File: config.mk
export PLATFORM = sky130hd
export DESIGN_NAME = dllcfg_spi_slave
export DESIGN_NICKNAME = d
export VERILOG_FILES = /design/src/rtl/dllcfg_pkg.sv /design/src/rtl/spi_pin_sync.sv /design/src/rtl/spi_frame_ctrl.sv /design/src/rtl/tmr_cfg_bank.sv /design/src/rtl/dllcfg_spi_slave.sv
export SDC_FILE = /design/constraint.sdc
export NUM_CORES = 1
export LEC_CHECK = 0
export ABC_AREA = 1
export BUFFER_PORTS_ARGS = -buffer_cell sky130_fd_sc_hd__buf_2
export CORE_ASPECT_RATIO = 0.9
export CORE_UTILIZATION = 45
export CTS_CLUSTER_DIAMETER = 120
export DETAILED_ROUTE_END_ITERATION = 6
export PLACE_DENSITY = 0.72
export SYNTH_ARGS = -nofsm -noshare
export SYNTH_HDL_FRONTEND = slang
export SYNTH_SLANG_ARGS = --single-unit
export TNS_END_PERCENT = 10
File: constraint.sdc
create_clock -name clk -period 2.7 [get_ports clk]
set_input_delay 0.54 -clock clk [delete_from_list [all_inputs] [get_ports clk]]
set_output_delay 0.54 -clock clk [all_outputs]
set_load 0.05 [all_outputs]
File: src/rtl/dllcfg_pkg.sv
package dllcfg_pkg;

   typedef struct packed {
      logic       rd;
      logic       pump;
      logic       stat;
      logic [4:0] idx;
   } cmd_t;

   localparam logic [7:0]  LOOP_CMD   = 8'hFF;
   localparam logic [15:0] CFG_PRESET = 16'h9E00;

   function automatic logic [15:0] vote3(input logic [15:0] a,
                                         input logic [15:0] b,
                                         input logic [15:0] c);
      return (a & b) | (a & c) | (b & c);
   endfunction

endpackage

File: src/rtl/spi_pin_sync.sv
module spi_pin_sync #(
   parameter int STAGES = 2
) (
   input  logic clk,
   input  logic rst_n,
   input  logic sclk,
   input  logic cs_n,
   input  logic sdi,
   output logic sclk_rise,
   output logic sclk_fall,
   output logic active,
   output logic sdi_s
);
   localparam int LAST = STAGES - 1;

   logic [2:0] chain [STAGES];
   logic       sclk_d;

   always_ff @(posedge clk or negedge rst_n) begin
      if (!rst_n) begin
         for (int k = 0; k < STAGES; k++) chain[k] <= 3'b011;
         sclk_d <= 1'b0;
      end else begin
         chain[0] <= {sclk, cs_n, sdi};
         for (int k = 1; k < STAGES; k++) chain[k] <= chain[k-1];
         sclk_d <= chain[LAST][2];
      end
   end

   assign sclk_rise = chain[LAST][2] & ~sclk_d;
   assign sclk_fall = ~chain[LAST][2] & sclk_d;
   assign active    = ~chain[LAST][1];
   assign sdi_s     = chain[LAST][0];

endmodule

File: src/rtl/spi_frame_ctrl.sv
module spi_frame_ctrl
   import dllcfg_pkg::*;
#(
   parameter int CW = 8,
   parameter int DW = 16,
   parameter int SW = 8,
   localparam int IW = CW - 3
) (
   input  logic          clk,
   input  logic          rst_n,
   input  logic          sclk_rise,
   input  logic          sclk_fall,
   input  logic          active,
   input  logic          sdi_s,
   output logic [IW-1:0] rd_idx,
   input  logic [DW-1:0] rd_cfg,
   input  logic [SW-1:0] rd_stat,
   output logic          wr_en,
   output logic [IW-1:0] wr_idx,
   output logic [DW-1:0] wr_data,
   output logic          pump_clr,
   output logic          drv_low
);
   localparam int FRAME_W = CW + DW;
   localparam int CNT_W   = $clog2(FRAME_W + 1);
   localparam logic [CNT_W-1:0] CNT_CMD_END = CNT_W'(CW);
   localparam logic [CNT_W-1:0] CNT_CMD_LST = CNT_W'(CW - 1);
   localparam logic [CNT_W-1:0] CNT_FRM_END = CNT_W'(FRAME_W);
   localparam logic [CNT_W-1:0] CNT_FRM_LST = CNT_W'(FRAME_W - 1);

   logic [CNT_W-1:0] bit_cnt;
   logic [CW-2:0]    cmd_sh;
   logic [DW-2:0]    rx_sh;
   logic [DW-1:0]    tx_sh;
   logic             tx_armed, loop_on, is_wr, sdo_bit;
   logic [CW-1:0]    full;
   cmd_t             cmd;

   assign full   = {cmd_sh, sdi_s};
   assign cmd    = cmd_t'(full);
   assign rd_idx = cmd.idx;

   always_ff @(posedge clk or negedge rst_n) begin
      if (!rst_n) begin
         bit_cnt  <= '0;
         cmd_sh   <= '0;
         rx_sh    <= '0;
         tx_sh    <= '1;
         tx_armed <= 1'b0;
         loop_on  <= 1'b0;
         is_wr    <= 1'b0;
         sdo_bit  <= 1'b1;
         wr_en    <= 1'b0;
         wr_idx   <= '0;
         wr_data  <= '0;
         pump_clr <= 1'b0;
      end else begin
         wr_en    <= 1'b0;
         pump_clr <= 1'b0;
         if (!active) begin
            bit_cnt  <= '0;
            tx_armed <= 1'b0;
            loop_on  <= 1'b0;
            is_wr    <= 1'b0;
            sdo_bit  <= 1'b1;
         end else begin
            if (sclk_fall) begin
               if (bit_cnt != CNT_FRM_END) bit_cnt <= bit_cnt + 1'b1;
               if (bit_cnt < CNT_CMD_END) cmd_sh <= full[CW-2:0];
               else                       rx_sh  <= {rx_sh[DW-3:0], sdi_s};
               if (bit_cnt == CNT_CMD_LST) begin
                  if (full == LOOP_CMD) begin
                     loop_on <= 1'b1;
                  end else if (cmd.pump) begin
                     pump_clr <= 1'b1;
                  end else if (cmd.rd) begin
                     tx_armed <= 1'b1;
                     tx_sh    <= cmd.stat ? {rd_stat, {(DW-SW){1'b1}}} : rd_cfg;
                  end else if (!cmd.stat) begin
                     is_wr  <= 1'b1;
                     wr_idx <= cmd.idx;
                  end
               end
               if (bit_cnt == CNT_FRM_LST && is_wr) begin
                  wr_en   <= 1'b1;
                  wr_data <= {rx_sh, sdi_s};
               end
            end
            if (sclk_rise && tx_armed) begin
               sdo_bit <= tx_sh[DW-1];
               tx_sh   <= {tx_sh[DW-2:0], 1'b1};
            end
         end
      end
   end

   always_ff @(posedge clk or negedge rst_n) begin
      if (!rst_n) drv_low <= 1'b0;
      else        drv_low <= active & (loop_on ? ~sdi_s : ~sdo_bit);
   end

   p_commit_full_frame_r7: assert property (@(posedge clk) disable iff (!rst_n)
      wr_en |-> bit_cnt == CNT_FRM_END)
      else $error("write committed before the full data word");

   p_loop_quiet_r9: assert property (@(posedge clk) disable iff (!rst_n)
      loop_on |-> (!wr_en && !pump_clr && !tx_armed))
      else $error("loop-through frame touched registers or pump");

   p_pump_single_r6: assert property (@(posedge clk) disable iff (!rst_n)
      pump_clr |=> !pump_clr)
      else $error("pump clear longer than one cycle");

   p_cmd_released_r12: assert property (@(posedge clk) disable iff (!rst_n)
      (bit_cnt < CNT_CMD_END) && !loop_on |=> !drv_low)
      else $error("serial output pulled during command byte");

endmodule

File: src/rtl/tmr_cfg_bank.sv
module tmr_cfg_bank
   import dllcfg_pkg::*;
#(
   parameter int NREG    = 8,
   parameter int DW      = 16,
   parameter int IW      = 5,
   parameter int PAD_IDX = 2,
   parameter int PAD_BIT = 2,
   parameter logic [DW-1:0] PRESET = CFG_PRESET
) (
   input  logic               clk,
   input  logic               rst_n,
   input  logic               wr_en,
   input  logic [IW-1:0]      wr_idx,
   input  logic [DW-1:0]      wr_data,
   input  logic [IW-1:0]      rd_idx,
   output logic [DW-1:0]      rd_data,
   output logic [NREG*DW-1:0] cfg_flat,
   output logic               mismatch
);
   logic [DW-1:0] voted [NREG];
   logic [NREG-1:0] mism;

   for (genvar r = 0; r < NREG; r++) begin : g_reg
      localparam logic [IW-1:0] MY_IDX = IW'(r);
      localparam logic [DW-1:0] KEEP   = (r == PAD_IDX) ? '1 : ~(DW'(1) << PAD_BIT);
      logic [DW-1:0] cp [3];

      always_ff @(posedge clk or negedge rst_n) begin
         if (!rst_n) begin
            for (int k = 0; k < 3; k++) cp[k] <= PRESET & KEEP;
         end else if (wr_en && wr_idx == MY_IDX) begin
            for (int k = 0; k < 3; k++) cp[k] <= wr_data & KEEP;
         end
      end

      assign voted[r] = vote3(cp[0], cp[1], cp[2]);
      assign mism[r]  = |((cp[0] ^ cp[1]) | (cp[0] ^ cp[2]));
      assign cfg_flat[r*DW +: DW] = voted[r];

      p_copies_agree_r5: assert property (@(posedge clk) disable iff (!rst_n)
         wr_en && wr_idx == MY_IDX |=> cp[0] == cp[1] && cp[1] == cp[2]
                                       && cp[0] == $past(wr_data & KEEP))
         else $error("copies differ after write");

      if (r != PAD_IDX) begin : g_mask
         p_pad_masked_r10: assert property (@(posedge clk) disable iff (!rst_n)
            !voted[r][PAD_BIT])
            else $error("pad enable stored outside its register");
      end
   end

   always_comb begin
      rd_data = '0;
      for (int r = 0; r < NREG; r++)
         if (rd_idx == IW'(r)) rd_data = voted[r];
   end

   assign mismatch = |mism;

   p_vote_clean_r5: assert property (@(posedge clk) disable iff (!rst_n) !mismatch)
      else $error("copy disagreement without a fault");

endmodule

File: src/rtl/dllcfg_spi_slave.sv
module dllcfg_spi_slave
   import dllcfg_pkg::*;
#(
   parameter int NUM_CH      = 4,
   parameter int CFG_PER_CH  = 2,
   parameter int CFG_W       = 16,
   parameter int STAT_W      = 8,
   parameter int CMD_W       = 8,
   parameter int SYNC_STAGES = 2,
   parameter int PAD_IDX     = 2,
   parameter int PAD_BIT     = 2,
   localparam int NCFG       = NUM_CH * CFG_PER_CH,
   localparam int IDX_W      = CMD_W - 3,
   localparam int FLAG_W     = 3
) (
   input  logic                     clk,
   input  logic                     rst_n,
   input  logic                     spi_sclk,
   input  logic                     spi_cs_n,
   input  logic                     spi_sdi,
   output logic                     spi_sdo_pull,
   input  logic [NUM_CH*FLAG_W-1:0] chan_stat,
   output logic [NCFG*CFG_W-1:0]    cfg_word,
   output logic                     pump_clr,
   output logic                     tmr_mismatch
);
   initial begin
      assert (CMD_W == 8) else $error("command must be one byte");
      assert (STAT_W > FLAG_W && STAT_W < CFG_W) else $error("bad status width");
      assert (NCFG <= (1 << IDX_W)) else $error("too many config registers");
      assert (NUM_CH <= (1 << IDX_W)) else $error("too many channels");
      assert (PAD_IDX < NCFG && PAD_BIT < CFG_W) else $error("bad pad position");
      assert (SYNC_STAGES >= 2) else $error("need two sync stages");
   end

   logic sclk_rise, sclk_fall, active, sdi_s;
   logic wr_en;
   logic [IDX_W-1:0] rd_idx, wr_idx;
   logic [CFG_W-1:0] wr_data, rd_cfg;
   logic [STAT_W-1:0] rd_stat;

   spi_pin_sync #(.STAGES(SYNC_STAGES)) u_sync (
      .clk(clk), .rst_n(rst_n), .sclk(spi_sclk), .cs_n(spi_cs_n), .sdi(spi_sdi),
      .sclk_rise(sclk_rise), .sclk_fall(sclk_fall), .active(active), .sdi_s(sdi_s));

   spi_frame_ctrl #(.CW(CMD_W), .DW(CFG_W), .SW(STAT_W)) u_frame (
      .clk(clk), .rst_n(rst_n), .sclk_rise(sclk_rise), .sclk_fall(sclk_fall),
      .active(active), .sdi_s(sdi_s), .rd_idx(rd_idx), .rd_cfg(rd_cfg),
      .rd_stat(rd_stat), .wr_en(wr_en), .wr_idx(wr_idx), .wr_data(wr_data),
      .pump_clr(pump_clr), .drv_low(spi_sdo_pull));

   tmr_cfg_bank #(.NREG(NCFG), .DW(CFG_W), .IW(IDX_W), .PAD_IDX(PAD_IDX),
                  .PAD_BIT(PAD_BIT), .PRESET(CFG_PRESET)) u_bank (
      .clk(clk), .rst_n(rst_n), .wr_en(wr_en), .wr_idx(wr_idx), .wr_data(wr_data),
      .rd_idx(rd_idx), .rd_data(rd_cfg), .cfg_flat(cfg_word), .mismatch(tmr_mismatch));

   always_comb begin
      rd_stat = '0;
      for (int ch = 0; ch < NUM_CH; ch++)
         if (rd_idx == IDX_W'(ch))
            rd_stat = {chan_stat[ch*FLAG_W +: FLAG_W], {(STAT_W-FLAG_W){1'b0}}};
   end

   p_idle_released_r12: assert property (@(posedge clk) disable iff (!rst_n)
      $past(spi_cs_n) && spi_cs_n && !active |=> !spi_sdo_pull)
      else $error("serial output pulled while deselected");

endmodule

* Word level (Yosys, flattened, before mapping) *
Cells that the tools add are included.

word-level totals
  latch bits = 0
  memory bits (read-only) = 0
  register bits after elaboration = 199
  bits of input ports = 17
  output and inout bits = 131
  bits in writable memories = 0
  word-level logic and storage cells = 184
  memories kept = 0

operators by class
  shift operators = 0
  eq/ne operators = 24
  reductions and logical operators = 31
  add/subtract/negate cells = 1
  bitwise gates (word level) = 53
  $mul = 0
  order comparisons = 1
  div/mod/pow operators = 0
  muxes and demuxes = 50

operators by type and width
  operator                                              count
  bitwise OR 16 bit                                     24
  two-way mux 16 bit                                    15
  AND 16 bit                                            8
  OR reduction 128 bit                                  1
  XOR 16 bit                                            8
  equality test 5 x 3 -> 1 bit (second input constant)  9
  two-way mux 8 bit                                     4
  two-way mux 1 bit                                     28
  equality test 5 x 2 -> 1 bit (second input constant)  4
  nonzero test 2 bit                                    9
  two-way mux 5 bit                                     3
  inequality test 2 bit (second input constant)         6
  AND reduction 3 bit                                   4
  AND reduction 6 bit                                   2
  equality test 5 x 1 -> 1 bit (second input constant)  2
  logical AND 1 bit                                     10
  logical NOT 5 bit                                     2
  NOT 1 bit                                             10
  equality test 8 bit (second input constant)           1
  AND reduction 7 bit                                   1
  adder 5 x 1 -> 5 bit (second input constant)          1
  equality test 5 bit (second input constant)           1
  < comparator 5 x 4 -> 1 bit (second input constant)   1
  inequality test 5 bit (second input constant)         1
  3 further kinds                                       5

* Depth between registers and ports, before layout *
  depth in word-level cells = 18
  depth in mapped cells = 12
  gate-level depth less buffers = 12

* Cells and area by module *
From an unflattened synthesis, not the netlist that was laid out.

unflattened totals
  cells, all modules = 1,063
  area total of the unflattened synthesis = 9,128.8 um2

by module, submodules not included
  module            cells each  area an instance (um2)  sequential area each (um2)  instances
  tmr_cfg_bank      651         5,595.4                 3,078.0                     1
  spi_frame_ctrl    378         3,199.3                 1,798.0                     1
  spi_pin_sync      12          198.9                   180.2                       1
  dllcfg_spi_slave  22          135.1                   0.0                         1

* Worst setup path after synthesis *
Ideal clock, no wire load.

  kind = reg-to-reg
  from = register u_frame.bit_cnt[0]
  to = register u_frame.tx_sh[3]
  path buffers = 1
  cell stages (with the launch flop) = 11
  period minus slack after synthesis = 1,600 ps
  slack = 1,100 ps
  required time = 2,640 ps
  setup time = 60 ps
  arrival time = 1,539 ps
  path through = dfrtp_1 ha_1 nand3_1 nor2_2 nand3_1 o21ai_2 inv_2 buf_2 a21oi_1 nand2_1 nand2_1

on the way
  word-level cells in the longest chain between the ends = 3

RTL lines
  item                           line                  RTL
  start: declaration             spi_frame_ctrl.sv:31  logic [CNT_W-1:0] bit_cnt;
  start signal: assignment       spi_frame_ctrl.sv:68  if (bit_cnt != CNT_FRM_END) bit_cnt <= bit_cnt + 1'b1;
  equality test 5 x 3 -> 1 bit   spi_frame_ctrl.sv:71  if (bit_cnt == CNT_CMD_LST) begin
  nonzero test 2 bit (no line)   n/a
  AND reduction 6 bit (no line)  n/a
  end signal: assignment         spi_frame_ctrl.sv:78  tx_sh <= cmd.stat ? {rd_stat, {(DW-SW){1'b1}}} : rd_cfg;
  end signal: assignment         spi_frame_ctrl.sv:91  tx_sh <= {tx_sh[DW-2:0], 1'b1};
  end: declaration               spi_frame_ctrl.sv:34  logic [DW-1:0] tx_sh;

No other way between the ends.
A chain may end at the register's enable or synchronous reset.

* Worst setup path after layout *
  from = register u_frame.cmd_sh[2]
  to = register u_frame.tx_sh[13]

on the way
  word-level cells in the longest chain between the ends = 16
  elaborated cells between the ends (all ways) = 30
  classes of those cells = 9 x eq/ne; 19 x mux; 2 x reduce/logical

RTL lines
  item                             line                                        RTL
  start: declaration               spi_frame_ctrl.sv:32                        logic [CW-2:0] cmd_sh;
  start signal: assignment         spi_frame_ctrl.sv:69                        if (bit_cnt < CNT_CMD_END) cmd_sh <= full[CW-2:0];
  logical NOT 5 bit                tmr_cfg_bank.sv:56, dllcfg_spi_slave.sv:60
  two-way mux 16 bit (8 in a row)  tmr_cfg_bank.sv:56                          if (rd_idx == IW'(r)) rd_data = voted[r];
  two-way mux 16 bit               spi_frame_ctrl.sv:78
  two-way mux 16 bit               spi_frame_ctrl.sv:76                        end else if (cmd.rd) begin
  two-way mux 16 bit               spi_frame_ctrl.sv:74                        end else if (cmd.pump) begin
  two-way mux 16 bit               spi_frame_ctrl.sv:72                        if (full == LOOP_CMD) begin
  two-way mux 16 bit               spi_frame_ctrl.sv:71
  two-way mux 16 bit               spi_frame_ctrl.sv:67                        if (sclk_fall) begin
  two-way mux 16 bit               spi_frame_ctrl.sv:89                        if (sclk_rise && tx_armed) begin

Parallel ways exist; a longest one is shown, timed or not. The select of a mux whose other input is x is not followed.

==> results.py <==
metrics = {
    "synth": {
        "syn_area_per_cell_um2": 8.76,
        "synth_top_cell_by_area": "sky130_fd_sc_hd__dfrtp_1",
        "post_synth_inst_count": 981,
        "yosys-top-cells-area": "sky130_fd_sc_hd__dfrtp_1 (40%), sky130_fd_sc_hd__dfstp_2 (19%), sky130_fd_sc_hd__nand2_1 (13%)",
        "yosys.cell_count.top_type": "sky130_fd_sc_hd__nand2_1",
        "ys_seq_elements": 199,
        "synth_seq_area_share": 0.589,
        "mappedNetlistArea_um2": 8590,
        "synth_top_area_share": 0.402,
        "synth_warnings": 0,
        "top_flip_flop_cell_by_instance_count_after_synthesis": "sky130_fd_sc_hd__dfrtp_1",
        "number_of_enable_type_register_cells_in_the_synthesized_netlist": 0,
        "ys_top_cells_by_count": "sky130_fd_sc_hd__nand2_1 (306), sky130_fd_sc_hd__o21ai_0 (139), sky130_fd_sc_hd__dfrtp_1 (138)",
        "async_flop_share": 1.00,
        "synth.distinct_cells": 32,
    },
    "floorplan": {
        "core_region_area_um2": 18500,
        "std_cell_rows": 47,
        "chipWidth_um": 148,
        "die-area_um2": 19600,
        "fp.dieH_um": 133,
        "io-pin-count": 148,
        "floorplan.initialDensity": 0.464,
    },
    "timing": {
        "final_period_util": 0.786,
        "worst-slew-pin-transition_ns": 0.639,
        "timing.final.crit_period_ns": 2.12,
        "maxClockFrequency_mhz": 471,
        "clock-skew-final_ns": 0.0101,
        "final-max-slew-violation-count": 0,
        "setup_failing_eps_final": 0,
        "slew_headroom": 0.574,
        "setup_slack_ns": 0.577,
        "finalSetupTns_ns": 0,
        "rsz0062_at_grt": "false",
        "hold_viol_final": 0,
    },
    "place": {
        "portBuffers": 139,
        "place_hpwl_um": 16900,
        "routabilityCongestion": 0.861,
        "post-place-ws_ns": 0.638,
        "placed_cells_incl_taps": 1335,
    },
    "clock_tree": {
        "htreeDepth": 4,
        "cts-root-buf": "sky130_fd_sc_hd__clkbuf_16",
        "max-clock-path-buffers": 2,
        "cts-buffers-inserted": 17,
        "tritoncts_num_sinks": 199,
        "clock_insertion_delay_worst_skew_ns": 0.44,
        "tritoncts": "built",
        "post_cts.resized_instances": 0,
        "clk_pin_slew_ns": 0.07,
        "cts-hold-fix-buffers": 0,
        "post_cts.repair.setup_buffers": 0,
    },
    "critical_path": {
        "end_kind": "flip-flop",
        "timing.reg2reg.setup_slack_ns": 0.58,
        "worst_r2r_startpoint": "u_frame.cmd_sh[2]",
        "path_max_fanout": 11,
        "critPathKind": "flip-flop to flip-flop",
        "r2r.worst_path.cells": 11,
        "worst_path_most_repeated_cell": "sky130_fd_sc_hd__nand2_1",
        "arrival_ns": 2.49,
        "critical_path_depth": 11,
        "timing.rr.end": "u_frame.tx_sh[13]",
        "cpPeakStageDelay_ns": 0.52,
        "bufs_and_invs_on_worst_path": 1,
        "worstPathCellList": "nor2_2, nand2_2, nor2_2, inv_2, nor2_1, o21bai_1, nand4_1, nand2_1, nand2_1, nand2_1, nand2_1",
        "critical-path-top-delay-family": "simple AND/OR/NAND/NOR gates",
        "slowest_stage": "sky130_fd_sc_hd__nor2_2",
        "worstSetupStartpointType": "flip-flop",
        "worst_setup_path_startpoint": "u_frame.cmd_sh[2]",
        "timing.critical_path.to": "u_frame.tx_sh[13]",
        "worstPathRequired_ns": 3.07,
    },
    "final_layout": {
        "post_layout_nonfiller_instances": 1367,
        "filler_cells_inserted": 1676,
        "area_of_combinational_cells_with_multiple_inputs_um2": 3070,
        "finish.utilization": 0.547,
        "drive_above_1_share": 0.252,
        "area_of_all_sequential_standard_cells_um2": 5060,
        "areaGrowthSynthToFinish_pct": 17.9,
        "num_antenna_cells": 0,
        "final_net_count": 1128,
    },
    "routing": {
        "vias_per_std_cell": 5.37,
        "ant_nets": 0,
        "route.detailed.wl_per_inst_um": 17.6,
        "detail_route.drc_violations": 0,
        "detailed_route_iter0_violations": 645,
        "routed_wl_um": 24000,
        "vias": 7339,
        "firstDrtPassIters": 5,
    },
    "power_and_ir_drop": {
        "power.sequential.fraction": 0.492,
        "cellLeakagePower_nw": 4.84,
        "switching_share": 0.261,
        "peakVddDrop_mv": 0.417,
        "p_per_area_nw_per_um2": 619,
        "total_power_mw": 6.27,
        "p_sw_mw": 1.63,
        "p_comb_frac": 0.082,
        "p_int_mw": 4.63,
        "clock_power_share": 0.426,
    },
    "global_routing": {
        "globalRoute.totalOverflow": 0,
        "maximum_number_of_pins_on_one_net_before_global_route_repair": 72,
        "groute.usage.overall": 0.256,
        "grt_first_pass_wirelength_um": 38200,
        "grt_pass1_vias": 6963,
        "number_of_antenna_violations_at_the_first_check_in_global_routing": 0,
    },
    "run": {
        "maxCapViolations": 0,
    },
    "run_status": {
        "status": "finished, final reports clean",
    },
    "min_path": {
        "hold_path.class": "input pin to async pin",
    },
}
[cells in the final DEF (no fill, tap or decap), types with 2 or more instances in the layout]
cell type	instances
sky130_fd_sc_hd__a21oi_1	48
sky130_fd_sc_hd__clkinv_4	4
sky130_fd_sc_hd__o21ai_0	139
sky130_fd_sc_hd__buf_12	2
sky130_fd_sc_hd__mux2_2	3
sky130_fd_sc_hd__o21ai_1	25
sky130_fd_sc_hd__o22ai_1	3
sky130_fd_sc_hd__conb_1	8
sky130_fd_sc_hd__nor2_1	56
sky130_fd_sc_hd__clkinvlp_4	4
sky130_fd_sc_hd__clkbuf_16	17
sky130_fd_sc_hd__inv_1	49
sky130_fd_sc_hd__inv_2	11
sky130_fd_sc_hd__nand2_1	306
sky130_fd_sc_hd__dfrtp_1	138
sky130_fd_sc_hd__o21bai_1	2
sky130_fd_sc_hd__nand4_1	27
sky130_fd_sc_hd__nand3_1	24
sky130_fd_sc_hd__nor3_1	5
sky130_fd_sc_hd__buf_4	14
sky130_fd_sc_hd__buf_2	138
sky130_fd_sc_hd__a211oi_1	3
sky130_fd_sc_hd__nor2_2	9
sky130_fd_sc_hd__inv_6	3
sky130_fd_sc_hd__ha_1	2
sky130_fd_sc_hd__dfstp_2	61
sky130_fd_sc_hd__bufinv_16	3
sky130_fd_sc_hd__nand2_2	4
sky130_fd_sc_hd__nor2_4	5
[worst min-delay path by stage]
stage | slack [ns] | to | from
finish | 0.12 | u_bank.g_reg[2].cp[33] | rst_n
global route | 0.14 | u_bank.g_reg[0].cp[46] | rst_n
CTS | 0.13 | u_bank.g_reg[0].cp[46] | rst_n
detailed placement | 0.34 | u_sync.chain[2] | u_sync.chain[5]
global placement | 0.34 | u_sync.chain[2] | u_sync.chain[5]
floorplan | 0.24 | u_bank.g_reg[0].cp[32] | rst_n
[sequential cells by signal, indices dropped and copies added (netlist names)]
register and count:
u_sync.sdi_s 1, u_frame.tx_armed 1, u_frame.rx_sh 15, u_frame.bit_cnt 5, u_frame.sdo_bit 1, u_frame.pump_clr 1, u_sync.sclk_d 1, u_frame.drv_low 1
u_frame.wr_en 1, u_frame.cmd_sh 7, u_frame.wr_data 16, u_sync.chain 5, u_frame.is_wr 1, u_frame.tx_sh 16, u_bank.g.cp 121, u_frame.loop_on 1
u_frame.wr_idx 5
[cell families after synthesis]
kind of cell / synth area share
and+or+nand+nor: 0.214
AOI/OAI and AO/OA: 0.133
DFF: 0.589
buffers and inverters: 0.0574
muxes: 0.00393
adders and majority gates: 0.00291
other: 0.000437
[cell type report]
type                       instances  share of cell area
clock buffer                      17              0.0420
clock inverter                    15              0.0190
inverter                          61              0.0226
multi-input combinational        675               0.303
sequential                       199               0.499
tap                              245              0.0303
timing repair buffer             155              0.0839
[metal layers]
| metal | vias to the layer above | part of all wire | track usage |
|---|---|---|---|
| met5 | - | 0 | 0 |
| met1 | 3552 | 0.44 | 0.351 |
| met3 | 37 | 0.067 | 0.0586 |
| met2 | 296 | 0.47 | 0.408 |
| li1 | 3454 | - | - |
| met4 | 0 | 0.016 | 0.0704 |
[through the flow]
step                      area (um2)  hold slack (ns)
after floorplan                 8620            0.244
after global placement          9510            0.337
after detailed placement        9510            0.343
after CTS                      10100            0.126
after global routing           10100            0.143
final                          10100            0.119
[power groups by stage]
stage | clock network (mW) | logic (mW) | registers (mW)
after floorplan | 0 | 0.357 | 3.11
after global routing | 2.81 | 0.575 | 3.09
after detailed placement | 0 | 0.511 | 3.14
after global placement | 0 | 0.505 | 3.13
after CTS | 2.70 | 0.514 | 3.08
final | 2.67 | 0.516 | 3.08
(Power assumes the default switching activity.)
